$ cat src/rtl/irq_csr_pkg.sv
package irq_csr_pkg;
  localparam int unsigned DATA_W       = 32;
  localparam int unsigned ID_W         = 4;
  localparam int unsigned BIT_TMR_EN   = 15;
  localparam int unsigned BIT_JITTER   = 16;
  localparam int unsigned BIT_GATE     = 28;
  localparam int unsigned BIT_TMR_PEND = 29;
  localparam logic [DATA_W-1:0] DEF_SUM_MASK = 32'hCFFE_7FF0;

  typedef logic [DATA_W-1:0] word_t;
endpackage

$ cat src/rtl/irq_tick_div.sv
module irq_tick_div #(
  parameter int unsigned TICK_DIV = 16
) (
  input  logic clk_i,
  input  logic rst_ni,
  output logic tick_o
);
  localparam int unsigned CNT_W = (TICK_DIV > 2) ? $clog2(TICK_DIV) : 1;
  localparam logic [CNT_W-1:0] LAST = CNT_W'(TICK_DIV - 1);

  logic [CNT_W-1:0] cnt_q;

  always_ff @(posedge clk_i or negedge rst_ni) begin
    if (!rst_ni)           cnt_q <= '0;
    else if (cnt_q == LAST) cnt_q <= '0;
    else                   cnt_q <= cnt_q + 1'b1;
  end

  assign tick_o = (cnt_q == LAST);
endmodule

$ cat src/rtl/irq_src_edge.sv
module irq_src_edge #(
  parameter int unsigned N = 32
) (
  input  logic         clk_i,
  input  logic         rst_ni,
  input  logic [N-1:0] src_i,
  output logic [N-1:0] rise_o,
  output logic [N-1:0] fall_o
);
  logic [N-1:0] src_q;

  always_ff @(posedge clk_i or negedge rst_ni) begin
    if (!rst_ni) src_q <= '0;
    else         src_q <= src_i;
  end

  for (genvar i = 0; i < N; i++) begin : g_edge
    assign rise_o[i] = src_i[i] & ~src_q[i];
    assign fall_o[i] = ~src_i[i] & src_q[i];
  end
endmodule

$ cat src/rtl/irq_csr_core.sv
module irq_csr_core
  import irq_csr_pkg::*;
(
  input  logic            clk_i,
  input  logic            rst_ni,
  input  logic            wr_i,
  input  logic            rd_i,
  input  word_t           wdata_i,
  input  logic [ID_W-1:0] cpu_id_i,
  input  word_t           rise_i,
  input  word_t           fall_i,
  input  logic            tick_i,
  output word_t           csr_o,
  output logic            timer_irq_o
);
  word_t csr_q, csr_d;
  logic  tmr_q;
  logic  tmr_fire;

  assign tmr_fire = tick_i & csr_q[BIT_TMR_EN];

  always_comb begin
    csr_d = csr_q;
    if (wr_i) begin
      csr_d               = wdata_i;
      csr_d[ID_W-1:0]     = cpu_id_i;
      csr_d[BIT_TMR_PEND] = 1'b0;
    end else if (rd_i) begin
      csr_d[ID_W-1:0] = cpu_id_i;
    end
    // source edges win over a same-cycle write
    csr_d = (csr_d | rise_i) & ~fall_i;
    // tick wins over the write acknowledge
    if (tmr_fire) csr_d[BIT_TMR_PEND] = 1'b1;
  end

  always_ff @(posedge clk_i or negedge rst_ni) begin
    if (!rst_ni) begin
      csr_q <= '0;
      tmr_q <= 1'b0;
    end else begin
      csr_q <= csr_d;
      if (tmr_fire)  tmr_q <= 1'b1;
      else if (wr_i) tmr_q <= 1'b0;
    end
  end

  assign csr_o       = csr_q;
  assign timer_irq_o = tmr_q;
endmodule

$ cat src/rtl/irq_timer_csr.sv
module irq_timer_csr
  import irq_csr_pkg::*;
#(
  parameter int unsigned ADDR_W       = 12,
  parameter int unsigned TICK_DIV     = 16,
  parameter logic [31:0] IRQ_SUM_MASK = DEF_SUM_MASK
) (
  input  logic              clk_i,
  input  logic              rst_ni,
  input  logic [3:0]        cpu_id_i,
  input  logic [31:0]       src_i,
  input  logic              bus_valid_i,
  input  logic              bus_write_i,
  input  logic [ADDR_W-1:0] bus_addr_i,
  input  logic [31:0]       bus_wdata_i,
  output logic [31:0]       bus_rdata_o,
  output logic              cpu_irq_o,
  output logic              timer_irq_o
);
  logic  hit0, wr0, rd0;
  logic  tick;
  logic  jit_q;
  word_t src_rise, src_fall;
  word_t csr_q;
  word_t rdata_q;

  assign hit0 = bus_valid_i & (bus_addr_i == '0);
  assign wr0  = hit0 & bus_write_i;
  assign rd0  = hit0 & ~bus_write_i;

  irq_tick_div #(.TICK_DIV(TICK_DIV)) u_div (
    .clk_i  (clk_i),
    .rst_ni (rst_ni),
    .tick_o (tick)
  );

  irq_src_edge #(.N(DATA_W)) u_edge (
    .clk_i  (clk_i),
    .rst_ni (rst_ni),
    .src_i  (src_i),
    .rise_o (src_rise),
    .fall_o (src_fall)
  );

  irq_csr_core u_core (
    .clk_i       (clk_i),
    .rst_ni      (rst_ni),
    .wr_i        (wr0),
    .rd_i        (rd0),
    .wdata_i     (bus_wdata_i),
    .cpu_id_i    (cpu_id_i),
    .rise_i      (src_rise),
    .fall_i      (src_fall),
    .tick_i      (tick),
    .csr_o       (csr_q),
    .timer_irq_o (timer_irq_o)
  );

  always_ff @(posedge clk_i or negedge rst_ni) begin
    if (!rst_ni) begin
      jit_q   <= 1'b0;
      rdata_q <= '0;
    end else begin
      jit_q <= ~jit_q;
      if (rd0) begin
        rdata_q             <= {csr_q[DATA_W-1:ID_W], cpu_id_i};
        rdata_q[BIT_JITTER] <= csr_q[BIT_JITTER] ^ jit_q;
      end else begin
        rdata_q <= '0;
      end
    end
  end

  assign bus_rdata_o = rdata_q;
  assign cpu_irq_o   = csr_q[BIT_GATE] & |(csr_q & IRQ_SUM_MASK);
endmodule

$ cat config.mk
export PLATFORM = sky130hd
export DESIGN_NAME = irq_timer_csr
export DESIGN_NICKNAME = d
export VERILOG_FILES = /design/src/rtl/irq_csr_pkg.sv /design/src/rtl/irq_tick_div.sv /design/src/rtl/irq_src_edge.sv /design/src/rtl/irq_csr_core.sv /design/src/rtl/irq_timer_csr.sv
export SDC_FILE = /design/constraint.sdc
export NUM_CORES = 1
export LEC_CHECK = 0
export BUFFER_PORTS_ARGS = -buffer_cell sky130_fd_sc_hd__buf_2
export CAP_MARGIN = 5
export CORE_UTILIZATION = 50
export CTS_BUF_LIST = sky130_fd_sc_hd__clkbuf_16
export DETAILED_ROUTE_END_ITERATION = 12
export PLACE_DENSITY = 0.79
export SYNTH_ARGS = -nofsm -noshare
export SYNTH_HDL_FRONTEND = slang
export SYNTH_SLANG_ARGS = --single-unit
$ cat constraint.sdc
create_clock -name clk_i -period 1.7 [get_ports clk_i]
set_clock_uncertainty 0.2 [all_clocks]
set_input_delay 0.425 -clock clk_i [delete_from_list [all_inputs] [get_ports clk_i]]
set_output_delay 0.425 -clock clk_i [all_outputs]
set_load 0.02 [all_outputs]
==> impl_metrics.csv, run 1 <==
group,metric,value,unit
finish,drive_gt1_share,53.42,%
critical_path,rr_worst_depth,3,
finish,n_antenna_cell,0,
logic_synthesis,synth-edff-count,0,
finish,area_growth,39.60,%
outcome,violations,"setup timing",
power,fin_total_pwr,0.004810,W
logic_synthesis,yosysTopAreaCell,"dfrtp_1",
critical_path,path_max_fanout,2,
floorplan,die-area,7392,um^2
logic_synthesis,async_flop_share,100.0,%
drt,routedWlPerCell,14.41,um
global_routing,grt_pass1_vias,2487,
floorplan,num_rows,30,
sta,finalCriticalPeriod,2.316,ns
cts,insertion_delay,0.33,ns
logic_synthesis,synth_seq_cells,94,
finish,fillCellCount,429,
critical_path,arrival,1.69,ns
critical_path,worstPathRequired,1.07,ns
worst_hold_path,hold_path.startpoint,"src_i[9]",
sta,fin_crit_sh,136.2,%
placement,dp_slack,-0.5469,ns
power,power.leakage,2.591,nW
floorplan,start_util,51.90,%
floorplan,die_h,85.98,um
logic_synthesis,syn_area,3526,um^2
logic_synthesis,avgSynthCellArea,14.33,um^2
sta,tightestPinTransition,0.3325,ns
drt,antenna_left,0,
critical_path,start_kind,"register",
sta,maxSlewViolCount,0,
logic_synthesis,netlist_instances,246,
drt,avgViaCountPerCell,4.762,
worst_hold_path,hold-path-cell-count,1,
critical_path,critical_path_class,"reg -> out",
finish,final_area,4922,um^2
global_routing,grt_use_total,21.30,%
logic_synthesis,synth.top_cells.by_count,"dfrtp_1 (94), and2_1 (32), inv_1 (29)",
logic_synthesis,yosysUniqueCellTypes,25,
global_routing,grt_pass1_wl,11.55,mm
drt,drt_iter0_markers,95,
placement,gp_congestion,0.7456,
finish,final_cells,491,
sta,slew_headroom,77.83,%
floorplan,fp.dieW,85.98,um
global_routing,antenna_found_initial,0,
cts,h-tree-depth,3,
floorplan,boundaryPins,118,
logic_synthesis,yosysMostFrequentCell,"dfrtp_1",
cts,clk_path_buf_depth,2,
global_routing,grt_max_degree,37,
drt,drt_wl_total,7.073,mm
sta,hold_ws,0.01303,ns
drt,drt_pass1_iterations,4,
global_routing,overflow,0,
run,cap_violations,0,
logic_synthesis,synthTopCellsByArea,"dfrtp_1 (67%), mux2_2 (6.1%), and2_1 (5.7%)",
critical_path,ff2ff_setup_slack,0.26,ns
placement,dp_hpwl,4.687,mm
cts,clk_pin_slew,0.06,ns
finish,nNetsFinal,475,
outcome,status,"complete, but fails checks",
drt,vias,2338,
drt,drc,0,
sta,setup_viol,28,
sta,max_freq,431.8,MHz
floorplan,core_area,6794,um^2
cts,cts.sink_count,94,
critical_path,timing.rr.start,"u_core.csr_o[5]",
logic_synthesis,syn_nets,331,
placement,placed_cells,465,
critical_path,r2r_end,"u_core.csr_o[5]",
cts,numCtsBuffers,9,
logic_synthesis,synth_flop_cell,"dfrtp_1",
sta,setup_slack,-0.6156,ns
critical_path,cp-end-kind,"output port",
power,power_density,977.2,nW/um^2
power,peakVddDrop,0.5898,mV
logic_synthesis,synth_top_area_share,66.71,%
sta,grt_setup_unrepaired,"true",
cts,root_buffer,"clkbuf_16",
worst_hold_path,holdPathEnd,"u_edge.src_q[9]",
worst_hold_path,hp-class,"in -> reg",
placement,place_area,4379,um^2
logic_synthesis,seq_area_frac_synth,66.71,%
sta,hold_viol,0,
cts,cts_tree,"done",
placement,port_buffers,108,
logic_synthesis,yosysWarnings,0,
==> cells in the final DEF, fill, tap and decap left out, drive strengths merged, types with 3 or more instances in the layout <==
| cell type | netlist | layout |
|---|---|---|
| o21ai | 3 | 3 |
| clkbuf | 3 | 9 |
| and2 | 32 | 32 |
| inv | 29 | 31 |
| nand4 | 3 | 3 |
| maj3 | 27 | 27 |
| nor4 | 9 | 9 |
| buf | 3 | 137 |
| dfrtp | 94 | 94 |
| mux2 | 27 | 27 |
| nand2 | 3 | 3 |
| nor2b | 3 | 3 |
==> repair_timing <==
item,CTS,global route
endpoints found under the setup margin,28,29
resized for setup,31,11
hold endpoints to repair,22,1
cloned,3,0
pin swaps,20,5
hold buffers,1,1
setup buffers,5,2
==> metrics by stage <==
step | util [%] | setup TNS (ns)
global placement | 64.46 | -13.24
global route | 72.45 | -9.224
CTS | 71.93 | -7.333
finish | 72.45 | -7.749
detailed placement | 64.46 | -14.45
floorplan | - | -7.305
==> registers in the layout, indices dropped and copies added (netlist names) <==
name	cells
jit_q	1
u_edge.src_q	28
bus_rdata_o	32
u_div.cnt_q	4
u_core.timer_irq_o	1
u_core.csr_o	28
==> critical path, cell delays in order (launching register included) <==
cell and delay [ns]:
dfrtp_1 0.39, nor4_2 0.32, buf_4 0.16, nand4_1 0.13, o21a_1 0.23, buf_6 0.13
==> cell type report <==
type                    count  area, um^2  share of cell area (%)
repair buffers            139       923.4                   18.76
clock inverters             7       71.32                   1.449
flip-flops and latches     94        2352                   47.79
well taps                  96       120.1                   2.440
clock buffers               9       225.2                   4.575
inverters                  29       108.9                   2.211
multi-input cells         117        1121                   22.78
==> power by group <==
group	internal, W	total, W	switching [W]	leakage, nW
clock	0.00114	0.00197	0.000829	0.140
sequential	0.00234	0.00240	0.0000574	1.17
combinational	0.000270	0.000444	0.000174	1.28
total	0.00375	0.00481	0.00106	2.59
==> how the worst max path moves through the flow <==
stage | start | end
floorplan | bus_addr_i[0] | u_core.csr_o[22]
detailed placement | bus_addr_i[9] | u_core.csr_o[4]
global route | u_core.csr_o[25] | cpu_irq_o
finish | u_core.csr_o[7] | cpu_irq_o
CTS | u_core.csr_o[6] | cpu_irq_o
global placement | bus_addr_i[0] | u_core.csr_o[16]
==> per-layer routing <==
layer | part of all wire, % | track usage [%] | vias to the layer above
li1 | - | - | 1107
met1 | 45 | 27.81 | 1120
met2 | 48 | 33.19 | 93
met3 | 5.3 | 6.352 | 18
met4 | 2.2 | 9.394 | 0
met5 | 0 | 0 | -
==> logic make-up (layout without fill, tap and decap cells) <==
kind of cell / Yosys count / in the layout / synth area share, %
mux: 27 / 27 / 9.475
buf+inv: 35 / 184 / 4.081
xor+xnor: 2 / 2 / 0.4969
fa+ha+maj: 28 / 28 / 8.304
simple gates: 53 / 53 / 9.829
compound gates: 7 / 7 / 1.100
flops: 94 / 94 / 66.71
Power figures use the tool's default switching activity.
==> run 2, diff against run 1 <==
Settings changed: CORE_MARGIN set to 4, CORE_UTILIZATION 50 to 53, PLACE_DENSITY 0.79 to not set, PLACE_DENSITY_LB_ADDON set to 0.2.
Clock period 1.7 ns to 2.81 ns, I/O delays scaled along.
==> run 2 against run 1 <==
The run now ends clean. Die area up 8.5%. Register-to-register slack gained 1.2 ns. First-iteration DRC count down 23%. Setup slack better by 0.82 ns. Sequential share of layout area up 5.2 points.
==> impl_metrics.csv, run 2 (same netlist as run 1, synthesis figures left out) <==
group,metric,value,unit
finish,nNetsFinal,447,
global_routing,antenna_found_initial,0,
critical_path,start_kind,"register",
floorplan,die-area,8022,um^2
sta,max_freq,384.3,MHz
cts,cts_tree,"done",
critical_path,arrival,1.70,ns
cts,insertion_delay,0.33,ns
finish,final_cell_mix,"buf_2 (107), dfrtp_1 (94), and2_1 (32)",
floorplan,boundaryPins,118,
global_routing,grt_pass1_vias,2332,
critical_path,path_cells,"nor4_1, nand4_1, o21a_1, buf_2",
sta,setup_viol,0,
finish,largest_reg_flops,32,
worst_hold_path,hp-class,"in -> async",
global_routing,overflow,0,
sta,maxSlewViolCount,0,
power,power.leakage,2.340,nW
cts,hold_buffers,0,
drt,antenna_left,0,
global_routing,grt_pass1_wl,10.44,mm
cts,h-tree-depth,3,
sta,fin_crit_sh,92.59,%
cts,clk_pin_slew,0.06,ns
sta,tns,0,ns
drt,routedWlPerCell,14.80,um
critical_path,ff2ff_setup_slack,1.44,ns
critical_path,cp-end-kind,"output port",
sta,tightestPinTransition,0.4500,ns
sta,hold_ws,0.08734,ns
cts,clk_path_buf_depth,2,
cts,numCtsBuffers,9,
cts,cts.sink_count,94,
placement,dp_hpwl,4.675,mm
cts,cts-resized-gates,0,
critical_path,rr_worst_depth,2,
critical_path,crit_slowest_cell,"nor4_1",
floorplan,fp.dieW,89.57,um
global_routing,grt_max_degree,66,
drt,drt_iter0_markers,73,
critical_path,r2r_end,"u_core.csr_o[12]",
cts,postCtsSetupRepairBufs,0,
drt,drt_pass1_iterations,7,
finish,final_cells,444,
critical_path,max_stage_delay,0.45,ns
floorplan,die_h,89.57,um
power,power_density,607.6,nW/um^2
drt,drc,0,
sta,slew_headroom,69.73,%
finish,area_growth,25.83,%
floorplan,start_util,54.90,%
global_routing,grt_use_total,17.59,%
critical_path,timing.rr.start,"u_core.csr_o[12]",
floorplan,num_rows,29,
cts,root_buffer,"clkbuf_16",
drt,drt_wl_total,6.570,mm
sta,hold_viol,0,
finish,final_common_cell,"buf_2",
finish,fillCellCount,489,
placement,placed_cells,428,
drt,vias,2170,
power,peakVddDrop,0.3434,mV
run,cap_violations,0,
critical_path,worstPathRequired,1.91,ns
sta,grt_setup_unrepaired,"false",
outcome,status,"finished, final reports clean",
finish,drive_gt1_share,44.14,%
drt,avgViaCountPerCell,4.887,
critical_path,critical_path_class,"reg -> out",
finish,n_antenna_cell,0,
critical_path,path_max_fanout,3,
placement,gp_congestion,0.7295,
sta,finalCriticalPeriod,2.602,ns
floorplan,core_area,6422,um^2
placement,port_buffers,108,
## run 2: metal layers
layer	vias up	part of all wire [%]	global-route usage, %
met3	9	6.2	4.055
met4	0	1.6	8.525
met2	71	52	30.59
met1	1044	40	20.35
met5	-	0	0
li1	1046	-	-
## run 2: cell type report
type / count / area, um^2 / area share, %
clock buffer: 9 / 225.2 / 5.076
tap: 77 / 96.34 / 2.171
clock inverter: 7 / 33.78 / 0.7614
multi-input combinational: 117 / 1030 / 23.21
timing repair buffer: 111 / 590.6 / 13.31
inverter: 29 / 108.9 / 2.453
sequential: 94 / 2352 / 53.02
## run 2: worst max path at each step
stage	start	endpoint	slack [ns]	cells past startpoint
2_1_floorplan	bus_addr_i[6]	u_core.csr_o[22]	0.47	6
3_3_place_gp	bus_addr_i[6]	u_core.csr_o[17]	0.32	6
3_5_place_dp	bus_addr_i[6]	u_core.csr_o[17]	0.29	6
4_1_cts	u_core.csr_o[8]	cpu_irq_o	0.16	4
5_1_grt	u_core.csr_o[8]	cpu_irq_o	0.11	4
6_report	u_core.csr_o[8]	cpu_irq_o	0.21	4
## run 2: worst max-delay path, delay by kind of cell (launching register included)
family / cells / cell delay (ns)
AND/OR/NAND/NOR: 2 / 0.62
flip-flops: 1 / 0.39
AO/OA/AOI/OAI: 1 / 0.20
buffers and inverters: 1 / 0.15
## run 2: power by group
part	switching [W]	internal (W)
registers	0.0000356	0.00141
clock network	0.000463	0.000584
logic	0.0000844	0.000113
total	0.000583	0.00211
## run 2: metrics by stage
stage | setup slack [ns] | instance area (um^2) | utilization (%) | total power, W
6_report | 0.2082 | 4437 | 69.08 | 0.002696
4_1_cts | 0.1594 | 4437 | 69.08 | 0.002727
3_5_place_dp | 0.2913 | 4178 | 65.05 | 0.001675
2_1_floorplan | 0.4720 | 3526 | - | 0.001561
3_3_place_gp | 0.3247 | 4178 | 65.05 | 0.001663
5_1_grt | 0.1138 | 4437 | 69.08 | 0.002818
